File: src/rtl/rxf_pkg.sv
package rxf_pkg;
   localparam int unsigned CRC_W = 32;
   localparam logic [CRC_W-1:0] CRC_POLY = 32'h04C11DB7;
   localparam logic [CRC_W-1:0] CRC_SEED = '1;
endpackage

File: src/rtl/rxf_crc_step.sv
module rxf_crc_step #(
   parameter int unsigned CRC_W = 32,
   parameter logic [CRC_W-1:0] POLY = 32'h04C11DB7
) (
   input  logic [CRC_W-1:0] crc_i,
   input  logic [7:0]       data_i,
   output logic [CRC_W-1:0] crc_o
);
   logic [8:0][CRC_W-1:0] st;
   assign st[0] = crc_i;
   generate
      for (genvar k = 0; k < 8; k++) begin : g_bit
         logic fb;
         assign fb = st[k][CRC_W-1] ^ data_i[k];
         assign st[k+1] = {st[k][CRC_W-2:0], 1'b0} ^ (fb ? POLY : '0);
      end
   endgenerate
   assign crc_o = st[8];
endmodule

File: src/rtl/rxf_byte_seq.sv
module rxf_byte_seq
   import rxf_pkg::*;
#(
   parameter int unsigned ADDR_BYTES = 6,
   localparam int unsigned ADDR_W = 8 * ADDR_BYTES,
   localparam int unsigned CNT_W = $clog2(ADDR_BYTES + 1)
) (
   input  logic              clk,
   input  logic              rst_n,
   input  logic              sof_i,
   input  logic              byte_vld_i,
   input  logic [7:0]        byte_i,
   output logic [ADDR_W-1:0] addr_o,
   output logic [CRC_W-1:0]  crc_o,
   output logic              fin_o
);
   localparam logic [CNT_W-1:0] LAST = CNT_W'(ADDR_BYTES - 1);
   localparam logic [CNT_W-1:0] IDLE = CNT_W'(ADDR_BYTES);

   logic [CNT_W-1:0]  cnt_q;
   logic [ADDR_W-1:0] addr_q;
   logic [CRC_W-1:0]  crc_q, crc_base, crc_nxt;
   logic              fin_q, take;

   assign take     = byte_vld_i & (sof_i | (cnt_q != IDLE));
   assign crc_base = sof_i ? CRC_SEED : crc_q;

   rxf_crc_step #(.CRC_W(CRC_W), .POLY(CRC_POLY)) u_step (
      .crc_i (crc_base),
      .data_i(byte_i),
      .crc_o (crc_nxt)
   );

   always_ff @(posedge clk) begin
      if (!rst_n) begin
         cnt_q  <= IDLE;
         addr_q <= '0;
         crc_q  <= CRC_SEED;
         fin_q  <= 1'b0;
      end else begin
         fin_q <= 1'b0;
         if (take) begin
            addr_q <= {addr_q[ADDR_W-9:0], byte_i};
            crc_q  <= crc_nxt;
            if (sof_i) begin
               cnt_q <= CNT_W'(1);
               fin_q <= (ADDR_BYTES == 1);
            end else begin
               cnt_q <= cnt_q + CNT_W'(1);
               fin_q <= (cnt_q == LAST);
            end
         end
      end
   end

   assign addr_o = addr_q;
   assign crc_o  = crc_q;
   assign fin_o  = fin_q;

   assert_cnt_bound_R10: assert property (@(posedge clk) disable iff (!rst_n)
      cnt_q <= IDLE);
   assert_fin_after_byte_R2: assert property (@(posedge clk) disable iff (!rst_n)
      fin_q |-> $past(byte_vld_i));
endmodule

File: src/rtl/rxf_match.sv
module rxf_match
   import rxf_pkg::*;
#(
   parameter int unsigned ADDR_W = 48,
   parameter int unsigned HASH_WORD_W = 32,
   localparam int unsigned IDX_W = $clog2(HASH_WORD_W) + 1
) (
   input  logic [ADDR_W-1:0]      addr_i,
   input  logic [CRC_W-1:0]       crc_i,
   input  logic [ADDR_W-1:0]      station_i,
   input  logic [HASH_WORD_W-1:0] hash0_i,
   input  logic [HASH_WORD_W-1:0] hash1_i,
   input  logic                   promisc_i,
   input  logic                   bcast_rej_i,
   output logic                   hit_o
);
   logic [IDX_W-1:0] idx;
   logic is_bcast, is_group, hash_hit;

   assign idx      = crc_i[CRC_W-1 -: IDX_W];
   assign is_bcast = &addr_i;
   assign is_group = addr_i[ADDR_W-8];
   assign hash_hit = idx[IDX_W-1] ? hash1_i[idx[IDX_W-2:0]] : hash0_i[idx[IDX_W-2:0]];

   always_comb begin
      if (promisc_i)      hit_o = 1'b1;
      else if (is_bcast)  hit_o = ~bcast_rej_i;
      else if (is_group)  hit_o = hash_hit;
      else                hit_o = (addr_i == station_i);
   end
endmodule

File: src/rtl/rx_addr_filter.sv
module rx_addr_filter
   import rxf_pkg::*;
#(
   parameter int unsigned ADDR_BYTES = 6,
   parameter int unsigned HASH_WORD_W = 32,
   localparam int unsigned ADDR_W = 8 * ADDR_BYTES,
   localparam int unsigned HI_W = ADDR_W - 32
) (
   input  logic                   clk,
   input  logic                   rst_n,
   input  logic                   sof_i,
   input  logic                   byte_vld_i,
   input  logic [7:0]             byte_i,
   input  logic [31:0]            station_lo_i,
   input  logic [HI_W-1:0]        station_hi_i,
   input  logic [HASH_WORD_W-1:0] hash0_i,
   input  logic [HASH_WORD_W-1:0] hash1_i,
   input  logic                   promisc_i,
   input  logic                   bcast_rej_i,
   output logic                   dec_vld_o,
   output logic                   accept_o
);
   initial begin
      assert (ADDR_BYTES > 4) else $error("ADDR_BYTES must exceed 4");
      assert ($clog2(HASH_WORD_W) + 1 <= CRC_W) else $error("hash index wider than CRC");
      assert (HASH_WORD_W == 2 ** $clog2(HASH_WORD_W)) else $error("HASH_WORD_W not a power of two");
   end

   logic [ADDR_W-1:0] addr, station;
   logic [CRC_W-1:0]  crc;
   logic              fin, hit;

   assign station = {station_hi_i, station_lo_i};

   rxf_byte_seq #(.ADDR_BYTES(ADDR_BYTES)) u_seq (
      .clk       (clk),
      .rst_n     (rst_n),
      .sof_i     (sof_i),
      .byte_vld_i(byte_vld_i),
      .byte_i    (byte_i),
      .addr_o    (addr),
      .crc_o     (crc),
      .fin_o     (fin)
   );

   rxf_match #(.ADDR_W(ADDR_W), .HASH_WORD_W(HASH_WORD_W)) u_match (
      .addr_i     (addr),
      .crc_i      (crc),
      .station_i  (station),
      .hash0_i    (hash0_i),
      .hash1_i    (hash1_i),
      .promisc_i  (promisc_i),
      .bcast_rej_i(bcast_rej_i),
      .hit_o      (hit)
   );

   assign dec_vld_o = fin;
   assign accept_o  = fin & hit;

   assert_single_pulse_R2: assert property (@(posedge clk) disable iff (!rst_n)
      dec_vld_o |=> !dec_vld_o);
   assert_promisc_keep_R7: assert property (@(posedge clk) disable iff (!rst_n)
      dec_vld_o && promisc_i |-> accept_o);
   assert_bcast_drop_R6: assert property (@(posedge clk) disable iff (!rst_n)
      dec_vld_o && !promisc_i && bcast_rej_i && (&addr) |-> !accept_o);
   assert_ucast_match_R3: assert property (@(posedge clk) disable iff (!rst_n)
      dec_vld_o && !addr[ADDR_W-8] && (addr == station) |-> accept_o);
endmodule

File: config.mk
export PLATFORM = sky130hd
export DESIGN_NAME = rx_addr_filter
export DESIGN_NICKNAME = d
export VERILOG_FILES = /design/src/rtl/rxf_pkg.sv /design/src/rtl/rxf_crc_step.sv /design/src/rtl/rxf_byte_seq.sv /design/src/rtl/rxf_match.sv /design/src/rtl/rx_addr_filter.sv
export SDC_FILE = /design/constraint.sdc
export NUM_CORES = 1
export LEC_CHECK = 0
export BUFFER_PORTS_ARGS = -buffer_cell sky130_fd_sc_hd__buf_2
export CORE_MARGIN = 8
export CORE_UTILIZATION = 59
export CTS_CLUSTER_SIZE = 25
export DETAILED_ROUTE_END_ITERATION = 10
export PLACE_DENSITY = 0.94
export SLEW_MARGIN = 20
export SYNTH_ARGS = -nofsm -noshare
export SYNTH_HDL_FRONTEND = slang
export SYNTH_HIERARCHICAL = 1
export SYNTH_SLANG_ARGS = --single-unit
File: constraint.sdc
create_clock -name clk -period 3.85 [get_ports clk]
set_input_delay 0.1925 -clock clk [delete_from_list [all_inputs] [get_ports clk]]
set_output_delay 0.1925 -clock clk [all_outputs]
set_load 0.05 [all_outputs]
# After elaboration in Yosys (flattened, before gate mapping)
# Index checks and enable logic that the tools add are counted.
totals:
  mem_bits_rw: 0
  mem_bits_ro: 0
  ff_bits: 84
  mem_count: 0
  latch_bits: 0
classes:
  addsub: 1
  bitwise_logic: 22
  n_mul: 0
  div_mod_pow: 0
  n_eq_ne: 3
  mux: 18
  n_shift: 0
  order_cmp: 1
  reduce_logical: 2
ops:
  columns: ["operator", "n"]
  rows:
  - ["32-bit by 27-bit bitwise XOR with 32-bit output", 8]
  - ["27-bit 2-to-1 mux", 8]
  - ["48-bit equality test", 1]
  - ["48-bit AND reduction", 1]
  - ["32-bit 2-to-1 mux", 1]
  - ["1-bit binary-select mux with 5-bit select", 2]
  - ["1-bit bitwise XOR", 8]
  - ["5-bit by 6-bit < comparator with 1-bit output (second input constant)", 1]
  - ["1-bit 2-to-1 mux", 6]
  - ["3-bit by 1-bit adder with 3-bit output (second input constant)", 1]
  - ["3-bit equality test (second input constant)", 1]
  - ["3-bit 2-to-1 mux", 1]
  - ["3-bit inequality test (second input constant)", 1]
  - ["1-bit NOT", 3]
  - ["3-bit OR reduction", 1]
  - ["1-bit AND", 2]
  - ["1-bit OR", 1]

# Depth between registers and ports, before layout
# Gate-level depths: netlist (run 1).
logic_depth:
  depth_word: 25
  ltp_mapped: 9
  ltp_nobuf: 7

# Hierarchy
# Netlist (run 1), hierarchy kept.
modules_own_cells:
  columns: ["module", "cells_each", "area_per_inst_um2", "seq_area_each_um2", "instances"]
  rows:
  - ["rxf_byte_seq", 367, 3407.0, 1681.6, 1]
  - ["rxf_match", 151, 1326.3, 0.0, 1]
  - ["rxf_crc_step", 66, 930.9, 0.0, 1]
  - ["rx_addr_filter", 1, 6.3, 0.0, 1]

# Worst setup path before layout (run 1)
# OpenSTA, ideal clock, no wires.
synth_timing:
  kind: "register to output"
  from: "register u_seq.crc_q[27], in the netlist u_seq/crc_o[27]"
  to: "output port accept_o"
  arrival_ns: 2.061
  path_stages_with_launch: 9
  path_slack_ns: 1.596
  path_buffers: 2
  cell_sequence: "dfxtp_1 > buf_6 > buf_12 > mux4_1 > o22ai_1 > nor4_1 > or4b_1 > a21oi_1 > and2_1"
synth_between:
  elab_chain_cells: 7
  word_cells_on_any_way: 9
synth_lines:
  columns: ["element", "line", "source"]
  rows:
  - ["start, declared", "rxf_byte_seq.sv:22", "logic [CRC_W-1:0] crc_q, crc_base, crc_nxt;"]
  - ["start signal, assigned", "rxf_byte_seq.sv:44", "crc_q <= crc_nxt;"]
  - ["1-bit binary-select mux with 5-bit select", "rxf_match.sv:23", "assign hash_hit = idx[IDX_W-1] ? hash1_i[idx[IDX_W-2:0]] : hash0_i[idx[IDX_W-2:0]];"]
  - ["1-bit 2-to-1 mux (not written as such)", "rxf_match.sv:23", null]
  - ["1-bit 2-to-1 mux (*)", "rxf_match.sv:23", null]
  - ["1-bit 2-to-1 mux (*)", "rxf_match.sv:28", "else if (is_group) hit_o = hash_hit;"]
  - ["1-bit 2-to-1 mux (*)", "rxf_match.sv:27", "else if (is_bcast) hit_o = ~bcast_rej_i;"]
  - ["1-bit 2-to-1 mux (*)", "rxf_match.sv:26", "if (promisc_i) hit_o = 1'b1;"]
  - ["via hit", "rx_addr_filter.sv:31", "logic fin, hit;"]
  - ["1-bit AND (*)", "rx_addr_filter.sv:58", "assign accept_o = fin & hit;"]
  - ["end, declared", "rx_addr_filter.sv:21", "output logic accept_o"]
# Mark *: on every way through the listed nets, which the timed path passes. The rest lies on a longest branch. The select of a mux whose other input is x is not followed.

# Final worst setup path (run 1)
# Same ends and word-level chain as after synthesis.

==> impl_metrics.json, run 1 <==
{
  "synthCells": 585,
  "clock-sinks": 84,
  "cts_setup_buffers": 0,
  "grt_max_degree": 55,
  "worstReg2RegEnd": "u_seq/crc_o[11]$_SDFFE_PN1P_",
  "report.final.slew_viol_count": 0,
  "design.core.area_um2": 9280,
  "path_clk_slew_ns": 0.09,
  "status": "finished, final reports clean",
  "fin_util_pct": 69.6,
  "period_share_pct": 80.1,
  "syn_nets": 714,
  "cts_tree": "yes",
  "grt_usage_pct": 23.8,
  "drtIter0Drc": 369,
  "synthArstFlopShare_pct": 0,
  "cap_violations": 0,
  "drc": 0,
  "synth-seq-cells": 84,
  "yosys_warnings": 6,
  "die_x_um": 114,
  "worstHoldPathType": "primary input to flop",
  "wl_per_cell_um": 19.0,
  "htree_levels": 3,
  "dr_total_vias": 4827,
  "vdd_drop_max_mv": 0.324,
  "min_to": "u_seq/addr_o[6]$_SDFFE_PN0P_",
  "min_period_ns": 3.08,
  "tightest_slew_ns": 0.910,
  "die-area_um2": 13000,
  "grt_pass1_wl_um": 24800,
  "max_freq_ghz": 0.324,
  "r2r_slack_ns": 1.30,
  "synth-edff-count": 0,
  "routed_wl_um": 15700,
  "drive_gt1_share_pct": 29.7,
  "cp_max_fo": 10,
  "cp.arrival_ns": 2.89,
  "synth-main-ff-cell": "dfxtp_1",
  "avgViaCountPerCell": 5.87,
  "finalSetupViolations": 0,
  "critPathCaptureType": "output port",
  "grt_overflow": 0,
  "n_fill_cell": 687,
  "synthesis.area_um2": 5670,
  "clk_latency_ns": 0.36,
  "cts_resized": 0,
  "cp.required_ns": 3.66,
  "power.density_nw_per_um2": 401,
  "skew_ns": 0.00834,
  "reg2reg_depth": 6,
  "cts_hold_buf": 0,
  "syn_avg_cell_area_um2": 9.69,
  "cts_buffers": 9,
  "worstSetupPathType": "flop to output port",
  "gp_congestion": 0.962,
  "r2r-start": "u_seq/crc_o[28]$_SDFFE_PN1P_",
  "grt_pass1_vias": 5127,
  "hold_start": "byte_i[6]",
  "layout.nets": 818,
  "die_h_um": 114,
  "antenna_found_initial": 0,
  "start_util_pct": 61.1,
  "clockBufferDepth": 2,
  "rows": 35,
  "synth.distinct_cells": 48,
  "whs_path_depth": 3,
  "cp-start-kind": "flop",
  "dr.pass1.iters": 5,
  "rsz0062_at_grt": "false",
  "hold_viol": 0,
  "hpwl_um": 11700,
  "stdcell_count": 823,
  "root_buffer": "clkbuf_8",
  "antenna_cells": 0,
  "hold_ws_ns": 0.130,
  "ant_nets": 0,
  "io_buffers": 127,
  "ys_seq_area_share_pct": 29.7,
  "setup_tns_ns": 0,
  "slew_headroom_pct": 39.3,
  "design.portCount": 128,
  "leakage_nw": 2.93,
  "area_growth_pct": 14.0,
  "placedCellCount": 807
}
cell usage in the layout (no fill, tap or decap), types with 13 or more instances in the layout:
master / n
nand2b_1: 13
dfxtp_1: 84
buf_2: 127
o211ai_1: 33
nand2_1: 61
mux2i_1: 48
mux4_2: 13
xor2_1: 20
or2_2: 32
inv_1: 45
xnor2_1: 48
xnor3_1: 13
nand4_1: 19
nand3_1: 35
stage by stage:
| step | instance area, µm² | worst slack [ns] | power [W] |
|---|---|---|---|
| after floorplan | 5670 | 1.60 | 0.00177 |
| after global placement | 6270 | 1.25 | 0.00191 |
| after detailed placement | 6270 | 1.15 | 0.00195 |
| after CTS | 6470 | 0.744 | 0.00259 |
| after global routing | 6470 | 0.526 | 0.00272 |
| final | 6470 | 0.768 | 0.00259 |
sequential cells by signal (all words and copies together) (netlist names):
register      count
u_seq/fin_o       1
u_seq/cnt_q       3
u_seq/crc_o      32
u_seq/addr_o     48
metal layers:
layer / vias up / wire length [µm] / global-route usage, %
li1: 2250 / - / -
met1: 2310 / 6000 / 27.1
met2: 222 / 7790 / 40.3
met3: 45 / 1330 / 5.81
met4: 0 / 558 / 12.2
met5: - / 0 / 0
worst max-delay path, stage by stage (launching register included):
cell     delay [ns]
dfxtp_1        0.64
buf_4          0.30
mux4_1         0.18
o22ai_1        0.10
nor4_1         0.28
or4b_1         0.50
a21oi_1        0.15
and2_1         0.13
buf_2          0.26
layout make-up:
| type | count | area, µm² | share of cell area (%) |
|---|---|---|---|
| clock buffer | 9 | 124 | 1.92 |
| clock inverter | 7 | 73.8 | 1.14 |
| inverter | 45 | 169 | 2.61 |
| multi-input combinational | 419 | 3590 | 55.5 |
| sequential | 84 | 1680 | 26.0 |
| tap | 129 | 161 | 2.50 |
| timing repair buffer | 130 | 671 | 10.4 |
worst max-delay path by stage:
stage                                       startpoint  endpoint  depth (start not counted)
after floorplan           u_seq/crc_o[27]$_SDFFE_PN1P_  accept_o                          8
after global placement    u_seq/crc_o[27]$_SDFFE_PN1P_  accept_o                          9
after detailed placement  u_seq/crc_o[27]$_SDFFE_PN1P_  accept_o                          9
after CTS                 u_seq/crc_o[27]$_SDFFE_PN1P_  accept_o                          9
after global routing      u_seq/crc_o[27]$_SDFFE_PN1P_  accept_o                          9
final                     u_seq/crc_o[27]$_SDFFE_PN1P_  accept_o                          8
kinds of logic (layout without fill, tap and decap cells):
group                    count (synthesis)  count (layout)  synth area share, %
XOR/XNOR                                96              96                 21.2
adder cells (fa/ha/maj)                  3               3                0.662
buffers and inverters                   82             191                 7.13
AND/OR/NAND/NOR                        204             204                 19.3
multiplexers                            64              64                 15.0
flip-flops                              84              84                 29.7
AO/OA/AOI/OAI                           52              52                 7.11
power breakdown:
part	leakage [nW]	switching, W	internal [W]
logic	2.14	0.000418	0.000520
clock network	0.100	0.000337	0.000303
registers	0.688	0.0000754	0.000939
total	2.93	0.000831	0.00176
synth_stat cells, types with 2 or more instances:
cell type	n	area, µm²
dfxtp_1	84	1680
nand2_1	61	229
mux2i_1	48	480
xnor2_1	48	420
inv_1	45	169
nand3_1	35	175
o211ai_1	33	248
or2_2	32	200
clkbuf_1	21	78.8
xor2_1	20	175
nand4_1	19	119
mux4_2	13	293
nand2b_1	13	81.3
xnor3_1	13	293
nor4_1	12	75.1
buf_6	9	101
nor2b_1	8	50.1
xnor2_2	8	130
nor2_1	7	26.3
buf_2	4	20.0
o2111a_1	4	45.0
a21oi_1	3	15.0
a221oi_1	3	26.3
ha_1	3	37.5
mux4_1	3	78.8
nor3_1	3	15.0
nor3b_1	3	22.5
xnor2_4	3	82.6
xor3_1	3	71.3
a2111oi_0	2	17.5
and2_1	2	12.5
nand3b_1	2	15.0
nor4b_1	2	17.5
o22ai_1	2	12.5
No activity file was read; power rests on OpenSTA's default activity.
==> run 2, diff against run 1 <==
--- a/config.mk
+++ b/config.mk
@@ -7,10 +7,10 @@
 export LEC_CHECK = 0
 export BUFFER_PORTS_ARGS = -buffer_cell sky130_fd_sc_hd__buf_2
 export CORE_MARGIN = 8
-export CORE_UTILIZATION = 59
+export CORE_UTILIZATION = 50
 export CTS_CLUSTER_SIZE = 25
 export DETAILED_ROUTE_END_ITERATION = 10
-export PLACE_DENSITY = 0.94
+export PLACE_DENSITY = 0.86
 export SLEW_MARGIN = 20
 export SYNTH_ARGS = -nofsm -noshare
 export SYNTH_HDL_FRONTEND = slang
==> constraint.sdc (replaced) <==
create_clock -name clk -period 2.6 [get_ports clk]
set_input_delay 0.13 -clock clk [delete_from_list [all_inputs] [get_ports clk]]
set_output_delay 0.13 -clock clk [all_outputs]
set_load 0.05 [all_outputs]
==> impl_metrics.json, run 2 (synthesized netlist as in run 1, its figures left out) <==
{
  "design.portCount": 128,
  "critPathMaxStageDelay_ns": 0.50,
  "die_h_um": 122,
  "path_clk_slew_ns": 0.07,
  "clock-sinks": 84,
  "tightest_slew_ns": 0.539,
  "min_period_ns": 2.60,
  "combinationalPowerShare_pct": 35.4,
  "start_util_pct": 50.5,
  "path_cells": "buf_12 > mux4_2 > nor2_2 > nor4_4 > or4b_4 > a21oi_2 > and2_4 > buf_8",
  "setup_ws_ns": 0.00174,
  "hpwl_um": 12200,
  "hold_viol": 0,
  "routed_wl_um": 16200,
  "cp.arrival_ns": 2.47,
  "root_buffer": "clkbuf_16",
  "leakage_nw": 3.14,
  "dr_total_vias": 4841,
  "skew_ns": 0.00614,
  "gp_congestion": 0.964,
  "clk_latency_ns": 0.33,
  "cts_tree": "yes",
  "io_buffers": 127,
  "cts_buffers": 9,
  "cp_max_fo": 7,
  "antenna_cells": 0,
  "report.final.slew_viol_count": 0,
  "wl_per_cell_um": 18.8,
  "largest_reg_flops": 48,
  "finalSetupViolations": 0,
  "mostFrequentLayoutCell": "buf_2",
  "sequentialPowerShare_pct": 34.6,
  "design.core.area_um2": 11200,
  "die_x_um": 122,
  "power.density_nw_per_um2": 620,
  "drive_gt1_share_pct": 33.6,
  "pre_cts_ws_ns": 0.132,
  "critPathCaptureType": "output port",
  "rsz0062_at_grt": "true",
  "status": "finished, final reports clean",
  "stdcell_count": 860,
  "p_int_w": 0.00301,
  "grt_usage_pct": 20.8,
  "slowest_stage": "or4b_4",
  "area_growth_pct": 22.0,
  "placedCellCount": 840,
  "drtIter0Drc": 437,
  "worstSetupPathType": "flop to output port",
  "vdd_drop_max_mv": 0.354,
  "switching_share_pct": 29.9,
  "grt_overflow": 0,
  "cp-start-kind": "flop",
  "grt_pass1_wl_um": 24800,
  "cap_violations": 0,
  "p_switching_w": 0.00128,
  "clockBufferDepth": 2,
  "antenna_found_initial": 0,
  "worstHoldPathType": "primary input to flop",
  "max_freq_ghz": 0.385,
  "ant_nets": 0,
  "htree_levels": 3,
  "drc": 0,
  "clkPwrFrac_pct": 30.0,
  "dr.pass1.iters": 5,
  "die-area_um2": 15000,
  "rows": 39,
  "grt_pass1_vias": 4941,
  "avgViaCountPerCell": 5.63,
  "cp.required_ns": 2.47,
  "mostFrequentLayoutCells": "126 x buf_2, 80 x dfxtp_1, 61 x nand2_1",
  "slew_headroom_pct": 63.7,
  "period_share_pct": 99.9,
  "grt_max_degree": 94,
  "layout.nets": 841
}
## run 2: changes by cell type in the layout (fill, tap and decap cells not counted), moves of 2 or more
cell and change:
nor4_2 +2, nor4_4 +2, dfxtp_1 -4, clkbuf_8 -9, clkinv_2 -2, buf_12 +5
dfxtp_2 +3, nor4_1 -4, clkbuf_16 +10, buf_4 +17
## run 2: worst paths after layout
path                            depth (start not counted)                      endpoint  slack, ns                          from
worst max-delay path                                    8                      accept_o      0.002  u_seq/crc_o[27]$_SDFFE_PN1P_
worst min-delay path                                    3  u_seq/addr_o[6]$_SDFFE_PN0P_       0.09                     byte_i[6]
worst max register to register                          6   u_seq/crc_o[8]$_SDFFE_PN1P_       0.27  u_seq/crc_o[28]$_SDFFE_PN1P_
worst min register to register                          2  u_seq/crc_o[24]$_SDFFE_PN1P_       0.49  u_seq/crc_o[24]$_SDFFE_PN1P_
## run 2: area by class of cell
type,instances,area [µm²]
clock inverter,6,71.3
clock buffer,10,229
multi-input combinational,419,3650
timing repair buffer,153,933
sequential,84,1690
fill,912,4310
inverter,45,169
tap,143,179
## run 2: worst max-delay path: cells and delay by family (launching register included)
family | cells | cell delay (ns)
DFF | 1 | 0.36
muxes | 1 | 0.35
AOI/OAI and AO/OA | 1 | 0.16
and+or+nand+nor | 4 | 1.00
buffers and inverters | 2 | 0.28
## run 2: routing by layer
metal / global-route usage [%] / vias up / share of wire [%]
met5: 0 / - / 0
met4: 8.45 / 0 / 2.9
met3: 4.09 / 45 / 6.7
met2: 34.2 / 204 / 49
met1: 26.2 / 2292 / 41
li1: - / 2300 / -
## run 2: through the flow
step           hold slack [ns]  TNS, ns  cell area (µm²)  power [W]  utilization [%]
5_1_grt                  0.109  -0.0797             6920    0.00448             61.6
4_1_cts                 0.0844        0             6790    0.00425             60.5
2_1_floorplan            0.272        0             5670    0.00262                -
3_3_place_gp             0.429        0             6470    0.00290             57.6
6_report                0.0874        0             6920    0.00429             61.6
3_5_place_dp             0.438        0             6470    0.00295             57.6
## run 2: repair_timing
item	4_1_cts	5_1_grt
cloned	0	1
pin swaps	1	2
hold buffers	0	0
gates resized for setup	6	14
buffers inserted	0	3
setup endpoints to repair	1	1
## run 2: power by group through the flow
stage | registers [W] | clock network, W | logic, W
floorplan | 0.00147 | 0 | 0.00115
global placement | 0.00150 | 0 | 0.00141
detailed placement | 0.00151 | 0 | 0.00145
CTS | 0.00148 | 0.00131 | 0.00147
global route | 0.00150 | 0.00136 | 0.00162
finish | 0.00148 | 0.00129 | 0.00152
